--- config.mk ---
export PLATFORM = sky130hd
export DESIGN_NAME = interval_timer
export DESIGN_NICKNAME = d
export VERILOG_FILES = /design/src/rtl/it_pkg.sv /design/src/rtl/it_tick_src.sv /design/src/rtl/it_core.sv /design/src/rtl/it_port_out.sv /design/src/rtl/interval_timer.sv
export SDC_FILE = /design/constraint.sdc
export NUM_CORES = 1
export LEC_CHECK = 0
export BUFFER_PORTS_ARGS = -buffer_cell sky130_fd_sc_hd__buf_4
export CAP_MARGIN = 20
export CORE_MARGIN = 8
export CORE_UTILIZATION = 40
export DETAILED_ROUTE_END_ITERATION = 12
export GPL_TIMING_DRIVEN = 0
export HOLD_SLACK_MARGIN = 0.02
export PLACE_DENSITY_LB_ADDON = 0.05
export SYNTH_ARGS = -nofsm -noshare
export SYNTH_HDL_FRONTEND = slang
export SYNTH_SLANG_ARGS = --single-unit
--- constraint.sdc ---
create_clock -name clk -period 5.9 [get_ports clk]
set_input_delay 1.77 -clock clk [delete_from_list [all_inputs] [get_ports clk]]
set_output_delay 1.77 -clock clk [all_outputs]
set_load 0.01 [all_outputs]
--- src/rtl/it_pkg.sv ---
package it_pkg;
  localparam int CTRL_W = 8;
  localparam int CB_START   = 0;
  localparam int CB_PBEN    = 1;
  localparam int CB_TOGGLE  = 2;
  localparam int CB_ONESHOT = 3;
  localparam int CB_LOAD    = 4;
  localparam int CB_SRC_LO  = 5;
  localparam int CB_SRC_HI  = 6;

  typedef enum logic [1:0] {
    SRC_SYS        = 2'b00,
    SRC_EXT        = 2'b01,
    SRC_CASC       = 2'b10,
    SRC_CASC_GATED = 2'b11
  } src_e;

  typedef enum logic [1:0] {
    REG_LO   = 2'd0,
    REG_HI   = 2'd1,
    REG_CTRL = 2'd2,
    REG_NONE = 2'd3
  } reg_e;
endpackage

--- src/rtl/it_tick_src.sv ---
module it_tick_src
  import it_pkg::*;
#(
  parameter int SYNC_STAGES = 2,
  parameter bit HAS_CASCADE = 1'b1
) (
  input  logic       clk,
  input  logic       rst_n,
  input  logic       ext_in,
  input  logic       casc_in,
  input  logic [1:0] src_sel,
  output logic       tick
);
  localparam int MSB = SYNC_STAGES - 1;

  logic [SYNC_STAGES-1:0] sync_q;
  logic                   last_q;
  logic                   ext_lvl;
  logic                   ext_rise;

  always_ff @(posedge clk) begin
    if (!rst_n) begin
      sync_q <= '0;
      last_q <= 1'b0;
    end else begin
      sync_q <= {sync_q[MSB-1:0], ext_in};
      last_q <= sync_q[MSB];
    end
  end

  assign ext_lvl  = sync_q[MSB];
  assign ext_rise = ext_lvl & ~last_q;

  generate
    if (HAS_CASCADE) begin : g_casc
      always_comb begin
        unique case (src_e'(src_sel))
          SRC_SYS:        tick = 1'b1;
          SRC_EXT:        tick = ext_rise;
          SRC_CASC:       tick = casc_in;
          SRC_CASC_GATED: tick = casc_in & ext_lvl;
          default:        tick = 1'b0;
        endcase
      end
    end else begin : g_plain
      assign tick = src_sel[0] ? ext_rise : 1'b1;
    end
  endgenerate

  // two edge ticks can never come in back-to-back cycles
  a_r11_edge_spacing: assert property (@(posedge clk) disable iff (!rst_n)
    (src_sel == SRC_EXT && tick) |=> (src_sel != SRC_EXT || !tick));
endmodule

--- src/rtl/it_core.sv ---
module it_core
  import it_pkg::*;
#(
  parameter int DATA_W = 8
) (
  input  logic                clk,
  input  logic                rst_n,
  input  logic                wr_lo,
  input  logic                wr_hi,
  input  logic                wr_ctrl,
  input  logic [DATA_W-1:0]   wdata,
  input  logic                tick,
  output logic [2*DATA_W-1:0] cnt_o,
  output logic [CTRL_W-1:0]   ctrl_o,
  output logic                uf_o,
  output logic                started_o
);
  localparam int CNT_W = 2 * DATA_W;

  logic [CNT_W-1:0]  latch_q, latch_nxt, cnt_q;
  logic [CTRL_W-1:0] ctrl_q, ctrl_wr;
  logic running, oneshot, uf, load_hi, force_ld, load_any;

  assign running  = ctrl_q[CB_START];
  assign oneshot  = ctrl_q[CB_ONESHOT];
  assign uf       = running & tick & (cnt_q == '0);
  assign load_hi  = wr_hi & (~running | oneshot);
  assign force_ld = wr_ctrl & wdata[CB_LOAD];
  assign load_any = load_hi | force_ld;

  always_comb begin
    latch_nxt = latch_q;
    if (wr_lo) latch_nxt[DATA_W-1:0] = wdata;
    if (wr_hi) latch_nxt[CNT_W-1:DATA_W] = wdata;
    ctrl_wr = wdata[CTRL_W-1:0];
    ctrl_wr[CB_LOAD] = 1'b0;
  end

  always_ff @(posedge clk) begin
    if (!rst_n) begin
      latch_q <= '1;
      cnt_q   <= '1;
      ctrl_q  <= '0;
    end else begin
      latch_q <= latch_nxt;
      if (load_any)             cnt_q <= latch_nxt;
      else if (uf)              cnt_q <= latch_q;
      else if (running && tick) cnt_q <= cnt_q - 1'b1;

      if (wr_ctrl)                ctrl_q <= ctrl_wr;
      else if (wr_hi && oneshot)  ctrl_q[CB_START] <= 1'b1;
      else if (uf && oneshot)     ctrl_q[CB_START] <= 1'b0;
    end
  end

  assign started_o = ~running & ((wr_ctrl & wdata[CB_START]) | (wr_hi & oneshot));
  assign cnt_o  = cnt_q;
  assign ctrl_o = ctrl_q;
  assign uf_o   = uf;

  // reload from the latch after an underflow
  a_r6_reload: assert property (@(posedge clk) disable iff (!rst_n)
    (uf && !load_any) |=> (cnt_q == $past(latch_q)));
  // one step down per tick while running
  a_r5_step: assert property (@(posedge clk) disable iff (!rst_n)
    (running && tick && cnt_q != '0 && !load_any) |=> (cnt_q == $past(cnt_q) - 1'b1));
  // a stopped timer holds its count
  a_r5_hold: assert property (@(posedge clk) disable iff (!rst_n)
    (!running && !load_any) |=> $stable(cnt_q));
  // one-shot underflow stops the timer
  a_r7_stop: assert property (@(posedge clk) disable iff (!rst_n)
    (uf && oneshot && !wr_ctrl && !wr_hi) |=> !ctrl_q[CB_START]);
  // one-shot high write loads and starts
  a_r8_hi_start: assert property (@(posedge clk) disable iff (!rst_n)
    (wr_hi && oneshot && !wr_ctrl) |=>
      (ctrl_q[CB_START] && cnt_q == {$past(wdata), $past(latch_q[DATA_W-1:0])}));
  // the load strobe is never held
  a_r4_no_store: assert property (@(posedge clk) disable iff (!rst_n)
    wr_ctrl |=> !ctrl_q[CB_LOAD]);
endmodule

--- src/rtl/it_port_out.sv ---
module it_port_out (
  input  logic clk,
  input  logic rst_n,
  input  logic uf,
  input  logic started,
  input  logic toggle_form,
  input  logic pb_en,
  output logic irq,
  output logic pb_oe,
  output logic pb_val
);
  logic irq_q, tog_q;

  always_ff @(posedge clk) begin
    if (!rst_n) begin
      irq_q <= 1'b0;
      tog_q <= 1'b0;
    end else begin
      irq_q <= uf;
      if (started) tog_q <= 1'b1;
      else if (uf) tog_q <= ~tog_q;
    end
  end

  assign irq    = irq_q;
  assign pb_oe  = pb_en;
  assign pb_val = pb_en & (toggle_form ? tog_q : irq_q);

  // every underflow is followed by a request
  a_r9_irq_after_uf: assert property (@(posedge clk) disable iff (!rst_n)
    uf |=> irq);
  // toggle inverts on each underflow that is not a start
  a_r10_toggle_flip: assert property (@(posedge clk) disable iff (!rst_n)
    (uf && !started) |=> (tog_q != $past(tog_q)));
  // a start drives the toggle high
  a_r10_start_high: assert property (@(posedge clk) disable iff (!rst_n)
    started |=> tog_q);
endmodule

--- src/rtl/interval_timer.sv ---
module interval_timer
  import it_pkg::*;
#(
  parameter int DATA_W      = 8,
  parameter bit HAS_CASCADE = 1'b1,
  parameter int SYNC_STAGES = 2
) (
  input  logic              clk,
  input  logic              rst_n,
  input  logic              bus_sel,
  input  logic              bus_we,
  input  logic [1:0]        bus_addr,
  input  logic [DATA_W-1:0] bus_wdata,
  output logic [DATA_W-1:0] bus_rdata,
  input  logic              ext_cnt,
  input  logic              casc_uf,
  output logic              uf_strobe,
  output logic              irq,
  output logic              pb_oe,
  output logic              pb_val
);
  localparam int CNT_W = 2 * DATA_W;

  logic wr, rd, wr_lo, wr_hi, wr_ctrl;
  logic tick, uf, started;
  logic [CNT_W-1:0]  cnt;
  logic [CTRL_W-1:0] ctrl;

  assign wr      = bus_sel & bus_we;
  assign rd      = bus_sel & ~bus_we;
  assign wr_lo   = wr & (bus_addr == REG_LO);
  assign wr_hi   = wr & (bus_addr == REG_HI);
  assign wr_ctrl = wr & (bus_addr == REG_CTRL);

  it_tick_src #(.SYNC_STAGES(SYNC_STAGES), .HAS_CASCADE(HAS_CASCADE)) u_src (
    .clk(clk), .rst_n(rst_n), .ext_in(ext_cnt), .casc_in(casc_uf),
    .src_sel(ctrl[CB_SRC_HI:CB_SRC_LO]), .tick(tick)
  );

  it_core #(.DATA_W(DATA_W)) u_core (
    .clk(clk), .rst_n(rst_n), .wr_lo(wr_lo), .wr_hi(wr_hi), .wr_ctrl(wr_ctrl),
    .wdata(bus_wdata), .tick(tick), .cnt_o(cnt), .ctrl_o(ctrl),
    .uf_o(uf), .started_o(started)
  );

  it_port_out u_out (
    .clk(clk), .rst_n(rst_n), .uf(uf), .started(started),
    .toggle_form(ctrl[CB_TOGGLE]), .pb_en(ctrl[CB_PBEN]),
    .irq(irq), .pb_oe(pb_oe), .pb_val(pb_val)
  );

  always_comb begin
    bus_rdata = '0;
    if (rd) begin
      unique case (reg_e'(bus_addr))
        REG_LO:   bus_rdata = cnt[DATA_W-1:0];
        REG_HI:   bus_rdata = cnt[CNT_W-1:DATA_W];
        REG_CTRL: bus_rdata = DATA_W'(ctrl);
        default:  bus_rdata = '0;
      endcase
    end
  end

  assign uf_strobe = uf;

  // a low-byte write leaves the counter untouched
  a_r2_lo_no_load: assert property (@(posedge clk) disable iff (!rst_n)
    (wr_lo && !ctrl[CB_START]) |=> $stable(cnt));
  // a high write while running continuous keeps the counter path
  a_r3_run_hi: assert property (@(posedge clk) disable iff (!rst_n)
    (wr_hi && ctrl[CB_START] && !ctrl[CB_ONESHOT] && !tick) |=> $stable(cnt));
endmodule

**Word level (Yosys, flattened, before mapping)**

Index checks and enable logic that the tools add are counted.

- Register bits: 44
- Bits of input ports: 16
- Output and inout port bits: 12
- Word-level logic and storage cells: 59

- Add/subtract/negate cells: 1
- Eq/ne operators: 5
- Muxes and demuxes: 14
- Bitwise gates (word level): 22
- Reductions and logical operators: 9

Operators with widths:

| cell | count |
|---|---|
| 16-bit two-way mux | 3 |
| 8-bit two-way mux | 3 |
| 8-bit case mux with 3 select lines | 1 |
| 16-bit zero test | 1 |
| 16-bit by 1-bit subtractor with 16-bit output (second input constant) | 1 |
| 1-bit AND | 15 |
| 2-bit equality test (second input constant) | 3 |
| 1-bit two-way mux | 6 |
| 3-bit nonzero test | 2 |
| 2-bit by 1-bit equality test with 1-bit output (second input constant) | 2 |
| 2-bit zero test | 2 |
| 1-bit NOT | 4 |
| 1-bit case mux with 4 select lines | 1 |
| 1-bit logical AND | 3 |
| 1-bit OR | 3 |
| 2-bit nonzero test | 1 |

**Longest topological paths before layout**

Gate-level depths: netlist (run 1).

- Depth after elaboration: 9
- Depth in mapped cells: 9
- Mapped depth without buffers: 7

**Cells and area by module**

A second synthesis (run 1) with hierarchy kept.

- Cell total of the unflattened synthesis: 284
- Area total of the unflattened synthesis: 2,487.4 sq um

Modules (own cells, without submodules):

| module | instances | cells an instance | area an instance (sq um) |
|---|---|---|---|
| it_core | 1 | 223 | 1,935.6 |
| interval_timer | 1 | 43 | 355.3 |
| it_tick_src | 1 | 10 | 110.1 |
| it_port_out | 1 | 8 | 86.3 |

**Worst setup path before layout (run 1)**

Ideal clock, no wire load.

- Path type: input to output
- From: input bus_addr[0]
- To: output bus_rdata[4]
- Arrival time: 2,747 ps
- Data required time: 4,130 ps
- Setup slack: 1,383 ps
- Stages on the path: 3
- Path through: buf_1 -> mux2i_1 -> nor4b_1

- Cells in the longest elaborated chain, start to end: 3

RTL lines:

| what | RTL line | RTL |
|---|---|---|
| start, declared | interval_timer.sv:12 | `input logic [1:0] bus_addr,` |
| 2-bit equality test, or another cell as far along | interval_timer.sv:55 | `unique case (reg_e'(bus_addr))` |
| 8-bit case mux with 3 select lines (*) | interval_timer.sv:55 |  |
| 8-bit two-way mux (*) | interval_timer.sv:54 | `if (rd) begin` |
| end, declared | interval_timer.sv:14 | `output logic [DATA_W-1:0] bus_rdata,` |

Every way passes the cells marked *; elsewhere a longest branch is shown, timed or not.

**Worst setup path in the final report (run 1)**

- From: input bus_addr[0]
- To: output bus_rdata[3]

The elaborated chain is that of the path after synthesis.

==> flow_summary.json, run 1 <==
{
  "overflow": 0,
  "slowest_stage": "buf_1",
  "syn-instance-count": 303,
  "finalHoldViolCount": 0,
  "grt_usage": 0.182,
  "regArea_um2": 881,
  "fillers": 650,
  "firstDrtPassIters": 4,
  "cap_violations": 0,
  "worstPathArrival_ns": 3.09,
  "drc": 0,
  "rsz0062_at_grt": "false",
  "area_delta_synth_final_pct": 16.4,
  "path_cells": "buf_4, buf_1, mux2i_1, nor2_1, a21oi_1, nor2_1, buf_4",
  "post-route-period-util": 0.823,
  "status": "complete, no violations",
  "tns_ns": 0,
  "regToRegEndpoint": "u_core.ctrl_o[0]",
  "vias": 2355,
  "grt_max_degree": 16,
  "critical_path_required_ns": 4.13,
  "drive_gt1_frac": 0.133,
  "rows": 29,
  "synthArstFlopShare": 0,
  "die_w_um": 95.4,
  "cts_resized": 0,
  "antenna_found_initial": 0,
  "final_util": 0.471,
  "clkLatencyLatePin_ns": 0.31,
  "cts.sinks": 44,
  "maxSlewHeadroom": 0.289,
  "synth-edff-count": 0,
  "antenna_cells": 0,
  "drtIter0Drc": 150,
  "synth_nets": 321,
  "worst_slew_pin_slew_ns": 1.06,
  "vdd_drop_max_v": 0.000106,
  "cts_buffer_depth": 2,
  "powerDensity_mw_per_mm2": 222,
  "yosys.area.top_type": "dfxtp_1",
  "clkTransAtPathRegs_ns": 0.10,
  "crit_path_end_kind": "primary output",
  "holdCritStartpoint": "u_src.sync_q[0]",
  "totalWireLength_um": 7830,
  "holdPathStages": 1,
  "multi_input_area_mm2": 0.00152,
  "cts-root-buf": "clkbuf_8",
  "min_to": "u_src.sync_q[1]",
  "whs_ns": 0.442,
  "ios": 28,
  "r2r_start": "u_core.cnt_o[0]",
  "r2r_slack_ns": 3.24,
  "tritoncts": "done",
  "start_util": 0.404,
  "synth.top_cell.area_share": 0.349,
  "path_buf_inv": 3,
  "fmax_mhz": 206,
  "crit_family": "buffers and inverters",
  "p_leak_uw": 0.00115,
  "ant_nets": 0,
  "crit_path_max_fanout": 10,
  "nNetsFinal": 355,
  "skew_ns": 0.0127,
  "max_stage_delay_ns": 0.50,
  "yosysSeqAreaShare": 0.349,
  "place_congestion": 0.853,
  "cts_hold_buf": 0,
  "htree_levels": 2,
  "synth.area.top_cells": "dfxtp_1 35%, mux2i_1 12%, nand2_1 5.8%",
  "port_buffers": 27,
  "yosysWarnings": 0,
  "coreArea_mm2": 0.00624,
  "postCtsSetupBuffers": 0,
  "ys_types": 56,
  "syn_avg_cell_area_um2": 8.32,
  "setup_viol": 0,
  "cts_made_buffers": 5,
  "min_period_ns": 4.86,
  "die_area_mm2": 0.00910,
  "start_kind": "input pin",
  "via_per_inst": 5.67,
  "grt_pass1_wl_um": 12600,
  "worstSetupPathType": "in2out",
  "netlist_area_mm2": 0.00252,
  "hold_class": "reg2reg",
  "die_y_um": 95.4,
  "synthFlopType": "dfxtp_1",
  "first_global_vias": 2400,
  "ff2ff_path_depth": 8,
  "synth_seq_cells": 44,
  "hpwlAfterDp_um": 5630,
  "wl_per_cell_um": 18.9,
  "finalMaxSlewViolations": 0
}
-- area by class of cell --
cell class                      count  area share
Clock buffer                        5      0.0234
Timing Repair Buffer               27      0.0690
Sequential cell                    44       0.300
Multi-Input combinational cell    230       0.517
Buffer                             24      0.0354
Tap cell                           77      0.0328
Inverter                            5     0.00639
Clock inverter                      3      0.0158
-- cell usage after synthesis, types with 2 or more instances --
cell type  instances
buf_2              2
o211ai_1           4
or3_1              2
mux2i_1           31
xor2_1             2
nand2_1           39
nor4_4             2
clkbuf_1          19
nor3b_1            2
a21boi_1           7
nor3_1             5
a21oi_1           15
a31oi_1           10
a32oi_1            2
ha_1               2
and2_1             4
inv_1              5
and4b_1            2
o21ai_0           10
dfxtp_1           44
nand3_1           10
o21a_1             2
xnor2_1            7
nor2_1            28
or4_1              2
o21ai_1           10
o31ai_1            3
nor2b_1            4
-- per-stage QoR --
step | instance area (um2) | power (uW) | setup slack, ns | instances
after global placement | 2820 | 408 | 1.02 | 407
after global routing | 2940 | 678 | 0.911 | 415
after CTS | 2940 | 654 | 1.02 | 415
final | 2940 | 651 | 1.04 | 415
after detailed placement | 2820 | 409 | 1.02 | 407
after floorplan | 2520 | 374 | 1.38 | 303
-- how the worst max path moves through the flow --
stage,start,slack (ns),cells past startpoint,end
global route,bus_addr[0],0.91,7,bus_rdata[2]
floorplan,bus_addr[0],1.38,3,bus_rdata[4]
finish,bus_addr[0],1.04,7,bus_rdata[3]
detailed placement,bus_addr[0],1.02,7,bus_rdata[3]
global placement,bus_addr[0],1.02,7,bus_rdata[3]
CTS,bus_addr[0],1.02,7,bus_rdata[3]
-- worst reg2reg max path, cell delays in order, from the launching register on --
cell and delay, ns:
dfxtp_1 0.31, clkbuf_1 0.21, inv_1 0.14, ha_1 0.18, nor3b_1 0.54, nand4_4 0.25
nor3_4 0.54, o21ai_1 0.14, a41o_1 0.25
-- layer usage --
metal,GRT usage,vias to the layer above,routed length [um]
li1,-,1164,-
met1,0.254,1129,3870
met2,0.278,53,3400
met3,0.0268,9,400
met4,0.0653,0,161
met5,0,-,0
-- kinds of logic after synthesis --
logic type	share of synthesized area
compound gates	0.197
xor+xnor	0.0313
fa+ha+maj	0.00992
buf+inv	0.0486
flops	0.349
mux	0.123
simple gates	0.241
-- placed cells by master, fill, tap and decap left out, drive strengths merged, types with 2 or more instances in the layout --
| cell | count |
|---|---|
| dfxtp | 44 |
| o21ai | 20 |
| a31oi | 10 |
| inv | 6 |
| clkbuf | 24 |
| or4 | 2 |
| nor2b | 4 |
| xor2 | 2 |
| nand4 | 2 |
| a21boi | 7 |
| or3 | 2 |
| and4b | 2 |
| a32oi | 2 |
| or2 | 2 |
| buf | 32 |
| o21a | 2 |
| nor3b | 2 |
| nor2 | 28 |
| nor4 | 4 |
| nor3 | 6 |
| xnor2 | 7 |
| nand3 | 10 |
| o31ai | 3 |
| nand2 | 39 |
| ha | 2 |
| and2 | 4 |
| o211ai | 4 |
| a21oi | 15 |
| mux2i | 31 |
-- power breakdown --
part	internal, uW	leakage (uW)	switching [uW]
clock	128	0.0000548	121
sequential	307	0.000359	11.6
combinational	35.0	0.000740	48.1
-- registers in the layout, indices dropped and copies added (netlist names) --
signal          flops
u_core.cnt_o       16
u_core.ctrl_o       7
u_src.last_q        1
u_core.latch_q     16
u_out.irq           1
u_src.sync_q        2
u_out.tog_q         1
(Power assumes the default switching activity.)
==> run 2, diff against run 1 <==
==> constraint.sdc (replaced) <==
create_clock -name clk -period 4.1 [get_ports clk]
set_input_delay 1.23 -clock clk [delete_from_list [all_inputs] [get_ports clk]]
set_output_delay 1.23 -clock clk [all_outputs]
set_load 0.01 [all_outputs]
==> flow_summary.json, run 2 (same netlist as run 1, synthesis figures left out) <==
{
  "status": "complete, no violations",
  "wl_per_cell_um": 18.8,
  "dpl_cell_area_mm2": 0.00282,
  "design_area_mm2": 0.00295,
  "cts_buffer_depth": 2,
  "cts_hold_buf": 0,
  "switchingPower_uw": 263,
  "fillers": 649,
  "post-route-period-util": 0.920,
  "cts-root-buf": "clkbuf_8",
  "finalHoldViolCount": 0,
  "fmax_mhz": 265,
  "rows": 29,
  "crit_path_max_fanout": 10,
  "nNetsFinal": 357,
  "drive_gt1_frac": 0.138,
  "first_global_vias": 2400,
  "start_kind": "input pin",
  "tns_ns": 0,
  "p_comb_frac": 0.127,
  "clkLatencyLatePin_ns": 0.31,
  "tritoncts": "done",
  "final_util": 0.473,
  "layout_commonest_cell": "dfxtp_1",
  "dp_slack_ns": 0.303,
  "vdd_drop_max_v": 0.000152,
  "grt_usage": 0.182,
  "antenna_found_initial": 0,
  "max_stage_delay_ns": 0.50,
  "drc": 0,
  "crit_path_end_kind": "primary output",
  "finalMaxSlewViolations": 0,
  "port_buffers": 27,
  "antenna_cells": 0,
  "critical_path_required_ns": 2.87,
  "cts.sinks": 44,
  "setup_viol": 0,
  "via_per_inst": 5.69,
  "ant_nets": 0,
  "cts_made_buffers": 5,
  "swShare": 0.280,
  "clkPwrFrac": 0.384,
  "vias": 2371,
  "grt_pass1_wl_um": 12600,
  "worstSetupPathType": "in2out",
  "min_period_ns": 3.77,
  "die_area_mm2": 0.00910,
  "htree_levels": 2,
  "die_w_um": 95.4,
  "final_cell_mix": "44 x dfxtp_1, 39 x nand2_1, 31 x mux2i_1",
  "power.total_uw": 939,
  "clkTransAtPathRegs_ns": 0.10,
  "rsz0062_at_grt": "false",
  "totalWireLength_um": 7850,
  "path_cells": "buf_4, buf_1, mux2i_1, nor2_1, a21oi_1, nor2_1, buf_4",
  "hpwlAfterDp_um": 5630,
  "worstPathArrival_ns": 2.54,
  "firstDrtPassIters": 4,
  "drtIter0Drc": 190,
  "start_util": 0.404,
  "cap_violations": 0,
  "p_leak_uw": 0.00116,
  "maxSlewHeadroom": 0.301,
  "grt_max_degree": 16,
  "power.internal_uw": 677,
  "place_congestion": 0.853,
  "slowest_stage": "buf_1",
  "ios": 28,
  "finalWorstSetupSlack_ns": 0.327,
  "powerDensity_mw_per_mm2": 318,
  "area_delta_synth_final_pct": 17.0,
  "skew_ns": 0.0134,
  "coreArea_mm2": 0.00624,
  "hold_class": "reg2reg",
  "worst_slew_pin_slew_ns": 1.05,
  "die_y_um": 95.4,
  "overflow": 0,
  "sequentialPowerShare": 0.489
}
-- run 2: cell types whose count changed in the layout (fill, tap and decap cells not counted) --
cell / delta
buf_4: +2
-- run 2: critical path: cells and delay by family --
family                 cells  cell delay, ns
and+or+nand+nor            2            0.12
muxes                      1            0.31
AOI/OAI and AO/OA          1            0.13
buffers and inverters      3            0.76
-- run 2: through the flow --
step | cells | hold WS [ns]
global placement | 407 | 0.415
CTS | 415 | 0.446
finish | 417 | 0.442
detailed placement | 407 | 0.419
global route | 417 | 0.482
floorplan | 303 | 0.412
-- run 2: final cells by class --
| type | count | area [um2] | area share |
|---|---|---|---|
| flip-flops and latches | 44 | 881 | 0.298 |
| multi-input cells | 230 | 1520 | 0.515 |
| clock buffers | 5 | 68.8 | 0.0233 |
| well taps | 77 | 96.3 | 0.0326 |
| inverters | 5 | 18.8 | 0.00636 |
| plain buffers | 24 | 104 | 0.0352 |
| repair buffers | 29 | 218 | 0.0738 |
| clock inverters | 3 | 46.3 | 0.0157 |
-- run 2: per-layer routing --
layer  GRT usage  vias to the layer above  part of all wire
met4      0.0653                        0             0.023
met1       0.254                     1145              0.50
met3      0.0268                       12             0.044
li1            -                     1163                 -
met5           0                        -                 0
met2       0.278                       51              0.43
-- run 2: power by group through the flow --
stage | Sequential, uW | Clock, uW | Combinational, uW
global route | 462 | 381 | 133
detailed placement | 468 | 0 | 120
global placement | 468 | 0 | 119
finish | 459 | 361 | 120
floorplan | 464 | 0 | 73.8
CTS | 458 | 363 | 120
-- run 2: worst paths after layout --
kind	from	end	slack (ns)	cells past startpoint
worst max-delay path	bus_addr[0]	bus_rdata[2]	0.33	7
worst min-delay path	u_src.sync_q[0]	u_src.sync_q[1]	0.44	1
worst max register to register	u_core.cnt_o[0]	u_core.cnt_o[12]	1.52	9
worst min register to register	u_src.sync_q[0]	u_src.sync_q[1]	0.44	1
-- run 2: what timing repair did --
action                     CTS  global route
setup endpoints to repair    0             1
buffers inserted             0             2
resized for setup            0             0
